[src/rtl/line_code_3b4b.sv]
module line_code_3b4b (
  input  logic       clk,
  input  logic       rst_n,
  input  logic       tx_valid,
  input  logic [2:0] tx_data,
  input  logic       tx_sync,
  output logic       tx_ready,
  output logic [3:0] tx_word,
  output logic       tx_word_valid,
  input  logic       rx_en,
  input  logic       rx_bit,
  output logic       rx_locked,
  output logic       rx_align,
  output logic       rx_valid,
  output logic [2:0] rx_data,
  output logic       rx_ctl,
  output logic       rx_err
);

  localparam logic [15:0] ALIGN_SEQ = 16'b0111_1110_1000_0001;

  typedef enum logic [2:0] {K_BAL, K_EVEN, K_ODD, K_CTL, K_BAD} kind_t;

  function automatic logic [3:0] encode(input logic [2:0] d, input logic odd);
    case (d)
      3'd0:    encode = 4'b0011;
      3'd1:    encode = 4'b0101;
      3'd2:    encode = 4'b0110;
      3'd3:    encode = 4'b1001;
      3'd4:    encode = 4'b1010;
      3'd5:    encode = 4'b1100;
      3'd6:    encode = odd ? 4'b1011 : 4'b0100;
      default: encode = odd ? 4'b1101 : 4'b0010;
    endcase
  endfunction

  function automatic logic [3:0] seq_word(input logic [1:0] step);
    case (step)
      2'd0:    seq_word = ALIGN_SEQ[15:12];
      2'd1:    seq_word = ALIGN_SEQ[11:8];
      2'd2:    seq_word = ALIGN_SEQ[7:4];
      default: seq_word = ALIGN_SEQ[3:0];
    endcase
  endfunction

  // transmit
  logic [1:0] seq_step;
  logic       tx_rd;
  logic       seq_run;

  assign tx_ready = (seq_step == 2'd0) && !tx_sync;
  assign seq_run  = tx_sync || (seq_step != 2'd0);

  always_ff @(posedge clk or negedge rst_n) begin
    if (!rst_n) begin
      seq_step      <= 2'd0;
      tx_rd         <= 1'b0;
      tx_word       <= 4'd0;
      tx_word_valid <= 1'b0;
    end else begin
      tx_word_valid <= 1'b0;
      if (seq_run) begin
        tx_word       <= seq_word(seq_step);
        tx_word_valid <= 1'b1;
        seq_step      <= seq_step + 2'd1;
      end else if (tx_valid) begin
        tx_word       <= encode(tx_data, tx_rd);
        tx_word_valid <= 1'b1;
        if (tx_data[2:1] == 2'b11) tx_rd <= !tx_rd;
      end
    end
  end

  assert_seq_start_R3: assert property (@(posedge clk) disable iff (!rst_n)
    (tx_sync && seq_step == 2'd0) |=> (tx_word_valid && tx_word == 4'b0111));
  assert_ready_hold_R4: assert property (@(posedge clk) disable iff (!rst_n)
    (seq_step != 2'd0) |-> !tx_ready);
  assert_take_valid_R5: assert property (@(posedge clk) disable iff (!rst_n)
    (tx_valid && tx_ready) |=> tx_word_valid);
  assert_balanced_R1: assert property (@(posedge clk) disable iff (!rst_n)
    (tx_valid && tx_ready && tx_data < 3'd6) |=> ($countones(tx_word) == 2));
  assert_flag_flip_R2: assert property (@(posedge clk) disable iff (!rst_n)
    (tx_valid && tx_ready && tx_data[2:1] == 2'b11) |=> (tx_rd != $past(tx_rd)));

  // receive
  logic [14:0] rx_sh;
  logic [1:0]  rx_cnt;
  logic        rx_rd;
  logic        rx_rdk;
  logic [15:0] win;
  logic        hit;
  kind_t       kind;
  logic [2:0]  dec;

  assign win = {rx_sh, rx_bit};
  assign hit = (win == ALIGN_SEQ);

  always_comb begin
    dec  = 3'd0;
    kind = K_BAL;
    case (win[3:0])
      4'b0011: dec = 3'd0;
      4'b0101: dec = 3'd1;
      4'b0110: dec = 3'd2;
      4'b1001: dec = 3'd3;
      4'b1010: dec = 3'd4;
      4'b1100: dec = 3'd5;
      4'b0100: begin dec = 3'd6; kind = K_EVEN; end
      4'b1011: begin dec = 3'd6; kind = K_ODD;  end
      4'b0010: begin dec = 3'd7; kind = K_EVEN; end
      4'b1101: begin dec = 3'd7; kind = K_ODD;  end
      4'b0111, 4'b1110, 4'b1000, 4'b0001: kind = K_CTL;
      default: kind = K_BAD;
    endcase
  end

  always_ff @(posedge clk or negedge rst_n) begin
    if (!rst_n) begin
      rx_sh     <= 15'd0;
      rx_cnt    <= 2'd0;
      rx_rd     <= 1'b0;
      rx_rdk    <= 1'b0;
      rx_locked <= 1'b0;
      rx_align  <= 1'b0;
      rx_valid  <= 1'b0;
      rx_data   <= 3'd0;
      rx_ctl    <= 1'b0;
      rx_err    <= 1'b0;
    end else begin
      rx_valid <= 1'b0;
      rx_align <= 1'b0;
      if (rx_en) begin
        rx_sh <= win[14:0];
        if (hit) begin
          rx_locked <= 1'b1;
          rx_align  <= 1'b1;
          rx_cnt    <= 2'd0;
          rx_rdk    <= 1'b0;
        end else if (rx_locked) begin
          rx_cnt <= rx_cnt + 2'd1;
          if (rx_cnt == 2'd3) begin
            rx_valid <= 1'b1;
            rx_data  <= dec;
            rx_ctl   <= (kind == K_CTL);
            rx_err   <= (kind == K_BAD) ||
                        (rx_rdk && ((kind == K_EVEN && rx_rd) || (kind == K_ODD && !rx_rd)));
            if (kind == K_EVEN || kind == K_ODD) begin
              rx_rd  <= (kind == K_EVEN);
              rx_rdk <= 1'b1;
            end
          end
        end
      end
    end
  end

  assert_no_word_unlocked_R6: assert property (@(posedge clk) disable iff (!rst_n)
    rx_valid |-> rx_locked);
  assert_align_no_word_R11: assert property (@(posedge clk) disable iff (!rst_n)
    rx_align |-> !rx_valid);
  assert_idle_quiet_R12: assert property (@(posedge clk) disable iff (!rst_n)
    !rx_en |=> (!rx_valid && !rx_align));
  assert_ctl_clean_R8: assert property (@(posedge clk) disable iff (!rst_n)
    (rx_valid && rx_ctl) |-> !rx_err);

endmodule

[config.mk]
export PLATFORM = sky130hd
export DESIGN_NAME = line_code_3b4b
export DESIGN_NICKNAME = d
export VERILOG_FILES = /design/src/rtl/line_code_3b4b.sv
export SDC_FILE = /design/constraint.sdc
export NUM_CORES = 1
export LEC_CHECK = 0
export BUFFER_PORTS_ARGS = -buffer_cell sky130_fd_sc_hd__buf_2
export CORE_MARGIN = 2
export CORE_UTILIZATION = 56
export DETAILED_ROUTE_END_ITERATION = 10
export HOLD_SLACK_MARGIN = 0.12
export PLACE_DENSITY_LB_ADDON = 0.1
export SETUP_SLACK_MARGIN = 0.05
export SYNTH_ARGS = -nofsm -noshare
export SYNTH_HDL_FRONTEND = slang
export SYNTH_SLANG_ARGS = --single-unit
[constraint.sdc]
create_clock -name clk -period 2.05 [get_ports clk]
set_input_delay 0.1025 -clock clk [delete_from_list [all_inputs] [get_ports clk]]
set_output_delay 0.1025 -clock clk [all_outputs]
set_load 0.01 [all_outputs]
## Word-level counts from Yosys, hierarchy flattened

Index checks and enable logic that the tools add are counted.

| word-level totals | value |
|---|---|
| flip-flop bits (word level) | 35 |
| input bits | 9 |
| logic and storage cells | 99 |
| output and inout bits | 14 |

| operators by class | value |
|---|---|
| bitwise gates (word level) | 2 |
| reductions and logical operators | 30 |
| multiplexer cells | 22 |
| add/subtract/negate cells | 2 |
| equal/unequal tests | 29 |

Operators with widths:

| kind | number |
|---|---|
| == test 4 bit (second input constant) | 7 |
| case mux 4 bit (7 select lines) | 1 |
| case mux 3 bit (7 select lines) | 1 |
| == test 16 x 15 -> 1 bit (second input constant) | 1 |
| == test 4 x 3 -> 1 bit (second input constant) | 4 |
| two-way mux 4 bit | 4 |
| == test 3 x 2 -> 1 bit (second input constant) | 4 |
| == test 3 bit (second input constant) | 4 |
| two-way mux 1 bit | 12 |
| case mux 3 bit (4 select lines) | 1 |
| case mux 4 bit (3 select lines) | 1 |
| nonzero test 2 bit | 5 |
| == test 4 x 2 -> 1 bit (second input constant) | 2 |
| AND reduction 4 bit | 2 |
| OR reduction 2 bit | 4 |
| == test 2 bit (second input constant) | 3 |
| == test 3 x 1 -> 1 bit (second input constant) | 2 |
| OR reduction 6 bit | 1 |
| AND reduction 5 bit | 1 |
| adder 2 x 1 -> 2 bit (second input constant) | 2 |
| == test 4 x 1 -> 1 bit (second input constant) | 1 |
| logical AND 1 bit | 4 |
| logical OR 1 bit | 4 |
| two-way mux 2 bit | 2 |
| 8 further kinds | 12 |

## Depth between registers and ports, before layout

Gate-level depths: netlist (run 1).

| depth | value |
|---|---|
| word-level depth | 9 |
| mapped depth | 6 |
| depth with buffers taken out | 6 |

## Worst setup path before layout (run 1)

Ideal clock, no wire load.

| timing | value |
|---|---|
| kind | flip-flop to flip-flop |
| start point | reg rx_sh[0] |
| end point | reg rx_ctl |
| stages on the path, launching flop included | 6 |
| slack | 0.255 ns |
| data required time | 1.925 ns |
| library setup time | 0.125 ns |
| clock period less this slack | 1.795 ns |
| path buffers | 1 |
| data arrival time | 1.670 ns |
| cell sequence | dfrtp_1 > buf_6 > or4b_4 > nor4_4 > nor2_2 > mux2_4 |

| between the ends | value |
|---|---|
| cells in the longest elaborated chain, start to end | 4 |
| elaborated cells between the ends (all ways) | 23 |
| those cells by class | eq/ne: 16; mux: 1; bitwise: 1; reduce/logical: 5 |

Ends and longest elaborated chain:

| item | RTL line | RTL |
|---|---|---|
| start, declared | 86 | `logic [14:0] rx_sh;` |
| start signal, assigned | 133 | `rx_sh <= win[14:0];` |
| == test 4 bit (tied with other cells) | 101 | `case (win[3:0])` |
| OR reduction 6 bit (no source line) (tied with other cells) | - |  |
| case mux 3 bit (4 select lines) | 101 |  |
| == test 3 x 2 -> 1 bit | 144 | `rx_ctl <= (kind == K_CTL);` |
| end signal, assigned | 144 |  |
| end, declared | 16 | `output logic rx_ctl,` |

Several ways; a longest one is shown, not always the timed one.
A chain may end at the register's enable or synchronous reset.

## Final worst setup path (run 1)

| timing | value |
|---|---|
| start point | reg rx_sh[4] |
| end point | reg rx_err |

| between the ends | value |
|---|---|
| cells in the longest elaborated chain, start to end | 3 |

Ends and longest elaborated chain:

| item | RTL line | RTL |
|---|---|---|
| == test 16 x 15 -> 1 bit | 96 | `assign hit = (win == ALIGN_SEQ);` |
| inverter 1 bit (no source line) | - |  |
| AND reduction 4 bit (no source line) | - |  |
| end signal, assigned | 145 | `rx_err <= (kind == K_BAD) \|\|` |
| end, declared | 17 | `output logic rx_err` |

Every way passes these cells.

==> results of run 1 <==
[registers in the layout (all words and copies together) (netlist names)]
name,flops
rx_align,1
seq_step,2
rx_err,1
tx_word_valid,1
rx_valid,1
rx_sh,15
rx_data,3
rx_rdk,1
tx_rd,1
rx_locked,1
rx_cnt,2
rx_rd,1
rx_ctl,1
tx_word,4
[cell usage after synthesis (all sizes together)]
cell type,number
dfrtp,35
mux2,19
o21ai,8
nand2,7
a21oi,6
nor2,6
xnor2,6
clkbuf,5
inv,5
nor2b,4
ha,3
a21boi,2
a31oi,2
and2,2
buf,2
maj3,2
nand2b,2
nand3,2
nand4b,2
or2,2
or4b,2
a21o,1
a22o,1
mux2i,1
nand3b,1
nand4,1
nor3,1
nor4,1
o211ai,1
o22a,1
o2bb2ai,1
o31ai,1
o32ai,1
[what timing repair did]
action	4_1_cts	5_1_grt
resized for setup	0	1
endpoints found under the setup margin	0	1
buffers inserted	0	2
endpoints found under the hold margin	39	0
hold buffers	5	0
[final cells by class]
cell class | instances | area share, %
clock buffer | 8 | 3.60
multi-input combinational | 89 | 37.2
inverter | 5 | 0.983
sequential | 35 | 45.9
tap | 31 | 2.03
timing repair buffer | 32 | 10.4
[cells by family after synthesis]
kind of cell / after synthesis / synth area share, %
buf+inv: 12 / 3.21
fa+ha+maj: 5 / 3.51
compound gates: 25 / 9.47
flops: 35 / 53.5
simple gates: 33 / 12.5
xor+xnor: 6 / 3.21
mux: 20 / 14.6
[worst max-delay path, cell delays in order, from the launching register on]
cell and delay (ps):
dfrtp_1 400, or4b_1 570, nor4_4 320, nor2_2 170, mux2_4 320
[per-stage QoR]
step | std cells | total power (uW)
after CTS | 198 | 1970
final | 200 | 1970
after global routing | 200 | 2100
after floorplan | 136 | 1350
after detailed placement | 185 | 1520
after global placement | 185 | 1490
[per-layer routing]
| layer | vias up | GRT usage, % | wire length (um) |
|---|---|---|---|
| met5 | - | 0 | 0 |
| met4 | 0 | 5.98 | 46 |
| met3 | 7 | 6.70 | 114 |
| met2 | 22 | 32.8 | 1460 |
| met1 | 537 | 26.8 | 1340 |
| li1 | 543 | - | - |
[how the worst max path moves through the flow]
stage	depth (start not counted)	end	slack, ps
final	4	rx_err	150
after global routing	7	tx_rd	50
after CTS	7	tx_rd	80
after detailed placement	4	rx_ctl	170
after global placement	4	rx_data[2]	210
after floorplan	5	rx_ctl	250
[power groups by stage]
stage | Sequential [uW] | Combinational [uW] | Clock, uW
floorplan | 984 | 363 | 0
global placement | 983 | 506 | 0
detailed placement | 1000 | 521 | 0
CTS | 988 | 548 | 431
global route | 1010 | 636 | 455
finish | 985 | 560 | 421
==> results.yml, run 1 <==
outcome:
  run_status: "completed"
setup_path:
  worst_setup_path_end_kind: "flip-flop"
  worst_r2r_path_depth: 4
  worstPathRequired_ps: 2280
  cp_data_arrival_time_ps: 2130
  worst-path-max-fanout: 6
  r2r_slack_ps: 150
  critical_path_start_end_classification: "reg -> reg"
  critical_path.startpoint_type: "flip-flop"
  timing.critical_path.from: "rx_sh[4]"
  r2r_end: "rx_err"
  reg2reg_from: "rx_sh[4]"
clocking:
  clock-root-buffer: "clkbuf_4"
  cts_num_sinks: 35
  clock_input_transition_at_the_sequential_cells_of_the_worst_setup_and_hold_paths_ps: 110
  cts_buffer_depth: 2
  cts-htree-levels: 2
  worst_skew_pair.late_latency_ps: 340
  cts_inserted_buffers: 5
  cts_tree: "done"
global_routing:
  grt_start_max_net_pins: 36
  grt_pass1_wl_um: 5130
  first_global_vias: 1119
  antenna_found_initial: 0
  grt_overflow_total: 0
  global_router_s_overall_resource_usage_pct: 20.5
logic_synthesis:
  synthTopCellsByArea: "dfrtp_1, mux2_2, mux2_4"
  synth-seq-area-share_pct: 53.5
  synth_top_area_cell: "dfrtp_1"
  netlist.area_leader.share_pct: 53.5
  synthesis.nets: 148
  ys_warn_count: 0
  postSynthAreaPerCell_um2: 12.0
  synth_seq_cells: 35
  mappedNetlistArea_um2: 1640
  netlist_instances: 136
  yosysUniqueCellTypes: 38
routing:
  detail_route.wirelength_um: 2960
  vias_per_cell: 5.55
  drtIter0Drc: 60
  drt-wirelength-per-cell_um: 14.8
  antenna_left: 0
  vias: 1109
  detailedRoute.firstPassIterationCount: 4
  drcViolationCount: 0
timing:
  fin_skew_ps: 12.3
  actual_slew_at_the_worst_max_slew_pin_ps: 763
  timing.fmax_mhz: 525
  setup-violations-final: 0
  rsz0062_at_grt: "no"
  max-slew-margin-rel_pct: 49.1
  slew_viol_final: 0
  min_period_over_period_pct: 92.9
  hold_viol: 0
  fin_crit_ps: 1900
  final.setup.tns_ps: 0
  worst_slack_setup_final_ps: 146
  hold_ws_ps: 157
floorplan:
  row_count: 19
  starting_utilization_of_the_core_area_pct: 59.4
  chipHeight_um: 58.1
  core_um2: 2760
  floorplan.io_pins: 23
  design.die.area_um2: 3370
  die_width_um: 58.1
hold_path:
  worstHoldPathCells: 3
  worst_hold_path_type: "in -> reg"
  hp-start: "tx_data[0]"
  holdPathEnd: "tx_word[2]"
cells_and_area:
  layout-drive-gt1-share_pct: 34.9
  mostFrequentLayoutCell: "dfrtp_1"
  insertedDiodeCount: 0
  final_core_util_pct: 69.2
  nets: 180
  most-common-layout-cells: "dfrtp_1, buf_2, mux2_2"
  sequential_cell_area_um2: 876
  synthesis_to_finish_area_growth_pct: 16.6
  layout.cell_area.non_filler_um2: 1910
  multi_input_logic_area_um2: 709
  fill_cell_count: 211
place:
  placement.io_buffers: 22
  finalWeightedCongestion: 0.769
  cell_area_after_placement_um2: 1780
  dp_worst_setup_slack_ps: 167
  dp.final_hpwl_um: 2010
pwr:
  power.net_switching_uw: 600
  switching_share_pct: 30.5
  seqPwrFrac_pct: 50.1
  power_per_cell_area_nw_per_um2: 1030
  power.leakage_uw: 0.000911
  worst_ir_drop_vdd_mv: 0.932
  clock_power_share_pct: 21.4
  share_comb_of_total_power_pct: 28.5
  p_int_uw: 1370
flow_run:
  max_cap_viol_count: 0
Power figures use the tool's default switching activity.
==> inputs of run 2 (changes only) <==
--- a/config.mk
+++ b/config.mk
@@ -7,7 +7,7 @@
 export LEC_CHECK = 0
 export BUFFER_PORTS_ARGS = -buffer_cell sky130_fd_sc_hd__buf_2
 export CORE_MARGIN = 2
-export CORE_UTILIZATION = 56
+export CORE_UTILIZATION = 50
 export DETAILED_ROUTE_END_ITERATION = 10
 export HOLD_SLACK_MARGIN = 0.12
 export PLACE_DENSITY_LB_ADDON = 0.1
==> constraint.sdc (replaced) <==
create_clock -name clk -period 1.6 [get_ports clk]
set_input_delay 0.08 -clock clk [delete_from_list [all_inputs] [get_ports clk]]
set_output_delay 0.08 -clock clk [all_outputs]
set_load 0.01 [all_outputs]
==> results.yml, run 2 (same netlist as run 1, synthesis figures left out) <==
routing:
  antenna_left: 0
  drtIter0Drc: 45
  detailedRoute.firstPassIterationCount: 4
  drt-wirelength-per-cell_um: 13.2
  detail_route.wirelength_um: 2950
  vias_per_cell: 5.11
  drcViolationCount: 0
  vias: 1145
outcome:
  violations: "setup timing"
  run_status: "finished with violations"
hold_path:
  worstHoldPathCells: 4
  holdPathEnd: "rx_rd"
  worst_hold_path_type: "in -> reg"
  hp-start: "rx_en"
setup_path:
  cp_data_arrival_time_ps: 2030
  critical_path.startpoint_type: "flip-flop"
  r2r_end: "rx_err"
  worst_r2r_path_depth: 5
  r2r_slack_ps: -200
  worst_setup_path_end_kind: "flip-flop"
  worst-path-max-fanout: 5
  critical_path_start_end_classification: "reg -> reg"
  worstPathRequired_ps: 1830
  reg2reg_from: "rx_sh[4]"
timing:
  hold_ws_ps: 173
  fin_crit_ps: 1800
  setup-violations-final: 11
  hold_viol: 0
  worst_slack_setup_final_ps: -199
  fin_skew_ps: 5.90
  max-slew-margin-rel_pct: 51.1
  rsz0062_at_grt: "yes"
  min_period_over_period_pct: 112
  actual_slew_at_the_worst_max_slew_pin_ps: 733
  slew_viol_final: 0
  timing.fmax_mhz: 556
place:
  finalWeightedCongestion: 0.785
  dp_worst_setup_slack_ps: -256
  cell_area_after_placement_um2: 1840
  dp.final_hpwl_um: 1930
  placement.io_buffers: 22
global_routing:
  grt_pass1_wl_um: 4750
  first_global_vias: 1054
  antenna_found_initial: 0
  grt_start_max_net_pins: 36
  global_router_s_overall_resource_usage_pct: 18.3
  grt_overflow_total: 0
floorplan:
  design.die.area_um2: 3750
  chipHeight_um: 61.2
  floorplan.io_pins: 23
  row_count: 20
  die_width_um: 61.2
  starting_utilization_of_the_core_area_pct: 53.2
  core_um2: 3080
cells_and_area:
  layout-drive-gt1-share_pct: 42.8
  largest-register: "rx_sh"
  mostFrequentLayoutCell: "dfrtp_1"
  layout.cell_area.non_filler_um2: 2100
  synthesis_to_finish_area_growth_pct: 28.0
  nets: 191
  insertedDiodeCount: 0
  reg_top3: "rx_sh x15, tx_word x4, rx_data x3"
  largest_register_ffs: 15
  most-common-layout-cells: "dfrtp_1, buf_2, mux2_2"
pwr:
  power.leakage_uw: 0.000990
  power_per_cell_area_nw_per_um2: 1310
  worst_ir_drop_vdd_mv: 0.881
  totalPowerFinal_uw: 2750
flow_run:
  max_cap_viol_count: 0
clocking:
  cts-htree-levels: 2
  worst_skew_pair.late_latency_ps: 340
  clock_input_transition_at_the_sequential_cells_of_the_worst_setup_and_hold_paths_ps: 100
  cts_buffer_depth: 2
  clock-root-buffer: "clkbuf_4"
  cts_tree: "done"
  cts_inserted_buffers: 5
  cts_num_sinks: 35
run 2: changes by cell type in the layout (fill, tap and decap cells not counted), sizes merged:
cell         delta
dlygate4sd3     +2
clkbuf          -2
clkinv          +1
buf             +9
bufinv          +1
run 2: worst max-delay path, cell delays in order (launching register included):
cell,delay [ps]
dfrtp_1,390
or4b_4,540
nor4_4,230
buf_6,160
nor2_4,70
mux2_4,300
run 2: layout make-up:
| type | instances | area (um^2) |
|---|---|---|
| timing repair buffer | 43 | 293 |
| clock inverter | 2 | 35.0 |
| tap | 44 | 55.1 |
| multi-input combinational | 89 | 767 |
| clock buffer | 6 | 51.3 |
| inverter | 5 | 18.8 |
| sequential | 35 | 876 |
| fill | 238 | 982 |
run 2: metrics by stage:
stage	std cells	TNS, ps	util [%]
final	224	-1380	68.1
after floorplan	136	-990	-
after detailed placement	204	-1740	59.7
after global routing	224	-1870	68.1
after CTS	221	-1530	65.7
after global placement	204	-1380	59.7
run 2: routing by layer:
| layer | track usage (%) | vias to the layer above | routed length [um] |
|---|---|---|---|
| li1 | - | 565 | - |
| met1 | 22.7 | 554 | 1350 |
| met2 | 28.0 | 19 | 1420 |
| met3 | 5.04 | 7 | 90 |
| met4 | 12.1 | 0 | 79 |
| met5 | 0 | - | 0 |
run 2: how the worst max path moves through the flow:
stage          cells after the start     start         end
2_1_floorplan                      5  rx_sh[0]      rx_ctl
3_3_place_gp                       4  rx_sh[4]      rx_ctl
3_5_place_dp                       4  rx_sh[4]      rx_err
4_1_cts                            5  rx_sh[0]      rx_err
5_1_grt                            5  rx_sh[3]  rx_data[2]
6_report                           5  rx_sh[4]      rx_err
run 2: where the power goes:
group	switching [uW]	internal [uW]	total (uW)
clock network	290	369	659
logic	383	462	845
registers	136	1110	1250
total	808	1940	2750
run 2: timing repair:
item / 4_1_cts / 5_1_grt
endpoints found under the setup margin: 12 / 12
endpoints found under the hold margin: 43 / 0
pin swaps: 1 / 4
hold buffers: 7 / 0
resized for setup: 4 / 11
buffers inserted: 2 / 3
